`config.mk`:
```
export PLATFORM = sky130hd
export DESIGN_NAME = potchain_host
export DESIGN_NICKNAME = d
export VERILOG_FILES = /design/src/rtl/potchain_pkg.sv /design/src/rtl/potchain_span.sv /design/src/rtl/potchain_seq.sv /design/src/rtl/potchain_shifter.sv /design/src/rtl/potchain_host.sv
export SDC_FILE = /design/constraint.sdc
export NUM_CORES = 1
export LEC_CHECK = 0
export BUFFER_PORTS_ARGS = -buffer_cell sky130_fd_sc_hd__buf_4
export CORE_ASPECT_RATIO = 1.75
export CORE_MARGIN = 5
export CORE_UTILIZATION = 45
export CTS_CLUSTER_DIAMETER = 200
export DETAILED_ROUTE_END_ITERATION = 10
export PLACE_DENSITY = 0.75
export SLEW_MARGIN = 20
export SYNTH_ARGS = -nofsm -noshare
export SYNTH_HDL_FRONTEND = slang
export SYNTH_SLANG_ARGS = --single-unit
```
`constraint.sdc`:
```
create_clock -name clk -period 2.98 [get_ports clk]
set_clock_uncertainty 0.05 [all_clocks]
set_input_delay 0.596 -clock clk [delete_from_list [all_inputs] [get_ports clk]]
set_output_delay 0.596 -clock clk [all_outputs]
set_load 0.05 [all_outputs]
```
`src/rtl/potchain_pkg.sv`:
```
`timescale 1ns/1ps
package potchain_pkg;

    // Bits held by one device in the chain.
    localparam int unsigned DEV_BITS = 17;

    // Device-side timing limits, in picoseconds.
    localparam int unsigned SCLK_MIN_PERIOD_PS = 285715;
    localparam int unsigned SCLK_MIN_PULSE_PS  = 50000;
    localparam int unsigned DATA_SETUP_PS      = 30000;
    localparam int unsigned RET_DELAY_PS       = 250000;
    localparam int unsigned CS_LEAD_PS         = 50000;
    localparam int unsigned CS_TAIL_PS         = 50000;
    localparam int unsigned CS_GAP_PS          = 125000;

    typedef enum logic [2:0] {
        PH_IDLE,
        PH_LEAD,
        PH_HIGH,
        PH_LOW,
        PH_TAIL,
        PH_GAP
    } phase_e;

    typedef struct packed {
        logic cs;
        logic sclk;
        logic drive;
    } pins_t;

    function automatic int unsigned cdiv(input int unsigned num, input int unsigned den);
        return (num + den - 1) / den;
    endfunction

    function automatic int unsigned umax(input int unsigned a, input int unsigned b);
        return (a > b) ? a : b;
    endfunction

endpackage

```
`src/rtl/potchain_span.sv`:
```
`timescale 1ns/1ps
// Down-counter that times the length of each phase.
module potchain_span #(
    parameter int unsigned CW = 8
) (
    input  logic          clk,
    input  logic          rst,
    input  logic          load,
    input  logic [CW-1:0] len_m1,
    output logic          expire
);
    logic [CW-1:0] cnt;

    always_ff @(posedge clk) begin
        if (rst) begin
            cnt <= '0;
        end else if (load) begin
            cnt <= len_m1;
        end else if (cnt != '0) begin
            cnt <= cnt - 1'b1;
        end
    end

    assign expire = (cnt == '0);
endmodule

```
`src/rtl/potchain_seq.sv`:
```
`timescale 1ns/1ps
// Phase sequencer: lead, clock pulses, tail, idle gap.
module potchain_seq
    import potchain_pkg::*;
#(
    parameter int unsigned NB     = 34,
    parameter int unsigned HALF_C = 36,
    parameter int unsigned LEAD_C = 13,
    parameter int unsigned TAIL_C = 13,
    parameter int unsigned GAP_C  = 32,
    parameter int unsigned CW     = 6
) (
    input  logic  clk,
    input  logic  rst,
    input  logic  start,
    input  logic  rd_mode,
    output logic  busy,
    output logic  done,
    output pins_t pins,
    output logic  ld_frame,
    output logic  shift_out,
    output logic  capture
);
    localparam int unsigned BW = $clog2(NB + 1);

    phase_e          phase, nxt;
    logic [BW-1:0]   bits_left;
    logic            rd_q, rd_nxt;
    logic            expire, load, enter_high, cs_n;
    logic [CW-1:0]   len_m1;

    potchain_span #(.CW(CW)) u_span (
        .clk    (clk),
        .rst    (rst),
        .load   (load),
        .len_m1 (len_m1),
        .expire (expire)
    );

    always_comb begin
        nxt = phase;
        unique case (phase)
            PH_IDLE: if (start)  nxt = PH_LEAD;
            PH_LEAD: if (expire) nxt = PH_HIGH;
            PH_HIGH: if (expire) nxt = (bits_left == '0) ? PH_TAIL : PH_LOW;
            PH_LOW:  if (expire) nxt = PH_HIGH;
            PH_TAIL: if (expire) nxt = PH_GAP;
            PH_GAP:  if (expire) nxt = PH_IDLE;
            default: nxt = PH_IDLE;
        endcase
    end

    always_comb begin
        unique case (nxt)
            PH_LEAD:         len_m1 = CW'(LEAD_C - 1);
            PH_HIGH, PH_LOW: len_m1 = CW'(HALF_C - 1);
            PH_TAIL:         len_m1 = CW'(TAIL_C - 1);
            PH_GAP:          len_m1 = CW'(GAP_C - 1);
            default:         len_m1 = '0;
        endcase
    end

    assign load       = (nxt != phase);
    assign ld_frame   = (phase == PH_IDLE) && start;
    assign enter_high = (nxt == PH_HIGH) && (phase != PH_HIGH);
    assign shift_out  = (nxt == PH_LOW) && (phase == PH_HIGH);
    assign capture    = enter_high && rd_q;
    assign rd_nxt     = (phase == PH_IDLE) ? rd_mode : rd_q;
    assign cs_n       = (nxt == PH_LEAD) || (nxt == PH_HIGH) ||
                        (nxt == PH_LOW)  || (nxt == PH_TAIL);
    assign busy       = (phase != PH_IDLE);

    always_ff @(posedge clk) begin
        if (rst) begin
            phase     <= PH_IDLE;
            bits_left <= '0;
            rd_q      <= 1'b0;
            done      <= 1'b0;
            pins      <= '0;
        end else begin
            phase      <= nxt;
            done       <= (phase == PH_GAP) && (nxt == PH_IDLE);
            pins.cs    <= cs_n;
            pins.sclk  <= (nxt == PH_HIGH);
            pins.drive <= cs_n && !rd_nxt;
            if (ld_frame) begin
                rd_q      <= rd_mode;
                bits_left <= BW'(NB);
            end else if (enter_high) begin
                bits_left <= bits_left - 1'b1;
            end
        end
    end
endmodule

```
`src/rtl/potchain_shifter.sv`:
```
`timescale 1ns/1ps
// Outgoing frame register and incoming capture register.
module potchain_shifter #(
    parameter int unsigned NB = 34
) (
    input  logic          clk,
    input  logic          rst,
    input  logic          load,
    input  logic          shift,
    input  logic          capture,
    input  logic [NB-1:0] wr_data,
    input  logic          sdi,
    output logic          sdo,
    output logic [NB-1:0] rd_data
);
    logic [NB-1:0] tx_q, rx_q;

    always_ff @(posedge clk) begin
        if (rst) begin
            tx_q <= '0;
            rx_q <= '0;
        end else begin
            if (load) begin
                tx_q <= wr_data;
            end else if (shift) begin
                tx_q <= {tx_q[NB-2:0], 1'b0};
            end
            if (capture) begin
                rx_q <= {rx_q[NB-2:0], sdi};
            end
        end
    end

    assign sdo     = tx_q[NB-1];
    assign rd_data = rx_q;
endmodule

```
`src/rtl/potchain_host.sv`:
```
`timescale 1ns/1ps
module potchain_host
    import potchain_pkg::*;
#(
    parameter int unsigned NDEV     = 2,
    parameter int unsigned SYS_PS   = 4000,
    parameter int unsigned HALF_REQ = 0,
    parameter int unsigned LEAD_REQ = 0,
    parameter int unsigned TAIL_REQ = 0
) (
    input  logic                     clk,
    input  logic                     rst,
    input  logic                     start,
    input  logic                     rd_mode,
    input  logic [NDEV*DEV_BITS-1:0] wr_data,
    output logic                     busy,
    output logic                     done,
    output logic [NDEV*DEV_BITS-1:0] rd_data,
    output logic                     cs,
    output logic                     sclk,
    output logic                     sdo,
    output logic                     sdo_en,
    input  logic                     sdi
);
    localparam int unsigned NB = NDEV * DEV_BITS;

    localparam int unsigned HALF_MIN = umax(
        umax(cdiv(SCLK_MIN_PERIOD_PS, 2 * SYS_PS), cdiv(SCLK_MIN_PULSE_PS, SYS_PS)),
        umax(cdiv(RET_DELAY_PS, 2 * SYS_PS), cdiv(DATA_SETUP_PS, SYS_PS)));
    localparam int unsigned HALF_C = umax(HALF_REQ, HALF_MIN);
    localparam int unsigned LEAD_C = umax(LEAD_REQ,
        umax(cdiv(CS_LEAD_PS, SYS_PS), cdiv(DATA_SETUP_PS, SYS_PS)));
    localparam int unsigned TAIL_C = umax(TAIL_REQ, cdiv(CS_TAIL_PS, SYS_PS));
    localparam int unsigned GAP_C  = cdiv(CS_GAP_PS, SYS_PS);
    localparam int unsigned MAXLEN = umax(umax(HALF_C, LEAD_C), umax(TAIL_C, GAP_C));
    localparam int unsigned CW     = $clog2(MAXLEN + 1);

    pins_t pins;
    logic  ld_frame, shift_out, capture;

    potchain_seq #(
        .NB     (NB),
        .HALF_C (HALF_C),
        .LEAD_C (LEAD_C),
        .TAIL_C (TAIL_C),
        .GAP_C  (GAP_C),
        .CW     (CW)
    ) u_seq (
        .clk       (clk),
        .rst       (rst),
        .start     (start),
        .rd_mode   (rd_mode),
        .busy      (busy),
        .done      (done),
        .pins      (pins),
        .ld_frame  (ld_frame),
        .shift_out (shift_out),
        .capture   (capture)
    );

    potchain_shifter #(.NB(NB)) u_shift (
        .clk     (clk),
        .rst     (rst),
        .load    (ld_frame),
        .shift   (shift_out),
        .capture (capture),
        .wr_data (wr_data),
        .sdi     (sdi),
        .sdo     (sdo),
        .rd_data (rd_data)
    );

    assign cs     = pins.cs;
    assign sclk   = pins.sclk;
    assign sdo_en = pins.drive;
endmodule

```
==> metrics <==
Yosys reg bits=88; total iterations of the first detailed-routing run=4; Num Clock Sinks=88; met3 usage=0.0534; CTS max path bufs=2; Critical Path RT=3.16 ns; die area=10500 sq um; vias per cell=5.37; worst-margin pin slew=0.603 ns; min Tclk post-route=2.73 ns; Slew Limit Fails=0; Synth Cell Area=3810 sq um; I/O pin cnt=79; Design Power=3.72 mW; most frequent cells in the layout=155 x nand2_1, 88 x dfxtp_1, 86 x buf_4, 78 x a21oi_1, 31 x a311oi_1; FMAX=366 MHz; die width=79.6 microns; CP Launch Point=u_seq.u_span.cnt[0]$_SDFFE_PP0P_; crit path kind=register to register; starting density of the core=0.459; Worst Hold Depth=2; first-pass GRT wire length=15100 microns; Congestion Overflow GR=0; Crit path arrival time=2.91 ns; largest net degree at the start of global routing=49; Yosys warnings=0; Pwr Density=801 nW/um^2; sequential fraction of the synthesis area=0.462; commonest non-fill, non-tap cell in the layout=nand2_1; CP max FO=24; Net Count, Synth=514; Avg Inst Size Synth=8.06 sq um; number of synthesized flops with an enable pin=0; reg2reg end=u_shift.tx_q[13]$_SDFFE_PP0P_; Final setup viols=0; Residual DRC=0; Hold Path Class=register to register; Leak=1.75 nW; Final Cell Area=4640 sq um; Max Cap Violations=0; nets=571; ANT nets after route=0; post-DP HPWL=6050 microns; Post-CTS Setup Bufs=0; worst hold slack=0.415 ns; endpoint type of the worst setup path=register; via count=3489; fin util=0.558; later-pin clock latency in the skew report=0.32 ns; CTS-repair resized insts=0; Num CTS Buffers=9; Placed Area=4350 sq um; TNS Setup=0 ns; I/O Buffers=78; H-tree depth=3; RSZ-0062 raised after global routing=false; ys async rst share=0; met1 global-route usage=0.197; final WL=8810 microns; maximum vdd ir drop=0.473 mV; die height=132 microns; worst rel slew slack=0.598; hold buffers post-CTS=0; ratio of cells with drive above 1 in the final layout=0.204; CTS tree=built; Synth Flop Type=dfxtp_1; # diodes=0; GRT Resource Usage Total=0.173; RePlAce Congestion=0.945; # fillers=783; startpoint types=register; WL per Instance=13.5 microns; status=finished clean; Iter 0 DRT Violations=237; synth unique cells=44; Critical R2R Launch=u_seq.u_span.cnt[0]$_SDFFE_PP0P_; busiest layer in global routing=met2; antenna violations before repair=0; Syn-to-layout area delta=21.6%; met2 Track Usage GR=0.290; num rows=44; critical path endpoint=u_shift.tx_q[13]$_SDFFE_PP0P_; Mapped Cells=473; Worst R2R Path Depth=8; number of global-route vias before repair=3495; Final Cycle Share=0.918; CTS Root Cell=clkbuf_16; R2R setup slack=0.25 ns; Core Region=8310 sq um; clk slew on worst S/H paths=0.06 ns; final hold viol count=0
## flip-flops by register name (all words and copies together) (netlist names)
register / cells
u_seq.rd_q: 1
u_shift.tx_q: 34
u_seq.phase: 3
u_seq.pins: 3
u_seq.u_span.cnt: 6
u_seq.bits_left: 6
u_shift.rd_data: 34
u_seq.done: 1
## per-layer routing
metal	vias up	part of all wire
met5	-	0
met4	0	0.014
met3	15	0.066
met2	115	0.51
met1	1613	0.41
li1	1746	-
## power by group
| group | switching, mW | internal (mW) | total, mW |
|---|---|---|---|
| registers | 0.144 | 1.36 | 1.50 |
| clock network | 0.427 | 0.633 | 1.06 |
| logic | 0.716 | 0.435 | 1.15 |
| total | 1.29 | 2.43 | 3.72 |
## metrics by stage
stage	std cells	worst slack, ns
6_report	650	0.245
5_1_grt	650	0.0266
4_1_cts	650	0.270
3_5_place_dp	634	0.278
3_3_place_gp	634	0.392
2_1_floorplan	473	0.664
## area by class of cell
type | count | area [sq um] | area share
multi-input cells | 339 | 1780 | 0.383
flip-flops and latches | 88 | 1760 | 0.380
repair buffers | 86 | 646 | 0.139
clock buffers | 14 | 274 | 0.0591
well taps | 115 | 144 | 0.0310
inverters | 6 | 22.5 | 0.00486
clock inverters | 2 | 12.5 | 0.00270
## worst min-delay path by stage
stage / start / to
4_1_cts: u_shift.rd_data[33]$_SDFFE_PP0P_ / u_shift.rd_data[33]$_SDFFE_PP0P_
6_report: u_shift.rd_data[33]$_SDFFE_PP0P_ / u_shift.rd_data[33]$_SDFFE_PP0P_
3_3_place_gp: u_shift.rd_data[33]$_SDFFE_PP0P_ / u_shift.rd_data[33]$_SDFFE_PP0P_
3_5_place_dp: u_shift.rd_data[33]$_SDFFE_PP0P_ / u_shift.rd_data[33]$_SDFFE_PP0P_
2_1_floorplan: u_shift.tx_q[0]$_SDFFE_PP0P_ / u_shift.tx_q[0]$_SDFFE_PP0P_
5_1_grt: u_shift.rd_data[3]$_SDFFE_PP0P_ / u_shift.rd_data[4]$_SDFFE_PP0P_
## critical path, stage by stage, from the launching register on
cell and delay [ns]:
dfxtp_1 0.34, inv_1 0.07, ha_1 0.23, or4b_4 0.52, or2_0 0.38, o21ai_4 0.35, buf_4 0.33, a21oi_1 0.10
a311oi_1 0.26
## kinds of logic after synthesis
family                     after synthesis  synth area share
and+or+nand+nor                        199             0.221
AOI/OAI and AO/OA                      129             0.216
DFF                                     88             0.462
buffers and inverters                   46            0.0725
xor gates and xnor gates                 7            0.0161
muxes                                    2           0.00591
adders and majority gates                2           0.00656
## synth_stat cells (2+ instances only)
| cell | number | share of area |
|---|---|---|
| nand2_1 | 155 | 0.15 |
| dfxtp_1 | 88 | 0.46 |
| a21oi_1 | 78 | 0.10 |
| a311oi_1 | 31 | 0.071 |
| clkbuf_1 | 24 | 0.024 |
| nor3_1 | 13 | 0.017 |
| nor2_1 | 12 | 0.012 |
| buf_2 | 7 | 0.0092 |
| inv_1 | 6 | 0.0059 |
| o21ai_0 | 5 | 0.0066 |
| xor2_1 | 5 | 0.011 |
| buf_12 | 4 | 0.021 |
| buf_6 | 4 | 0.012 |
| and2_1 | 3 | 0.0049 |
| a21o_1 | 2 | 0.0039 |
| a221oi_1 | 2 | 0.0046 |
| a311oi_2 | 2 | 0.0079 |
| a31oi_1 | 2 | 0.0033 |
| ha_1 | 2 | 0.0066 |
| mux2_2 | 2 | 0.0059 |
| nand2b_1 | 2 | 0.0033 |
| xnor2_1 | 2 | 0.0046 |
Note: power is estimated with default switching activity, not from simulation.
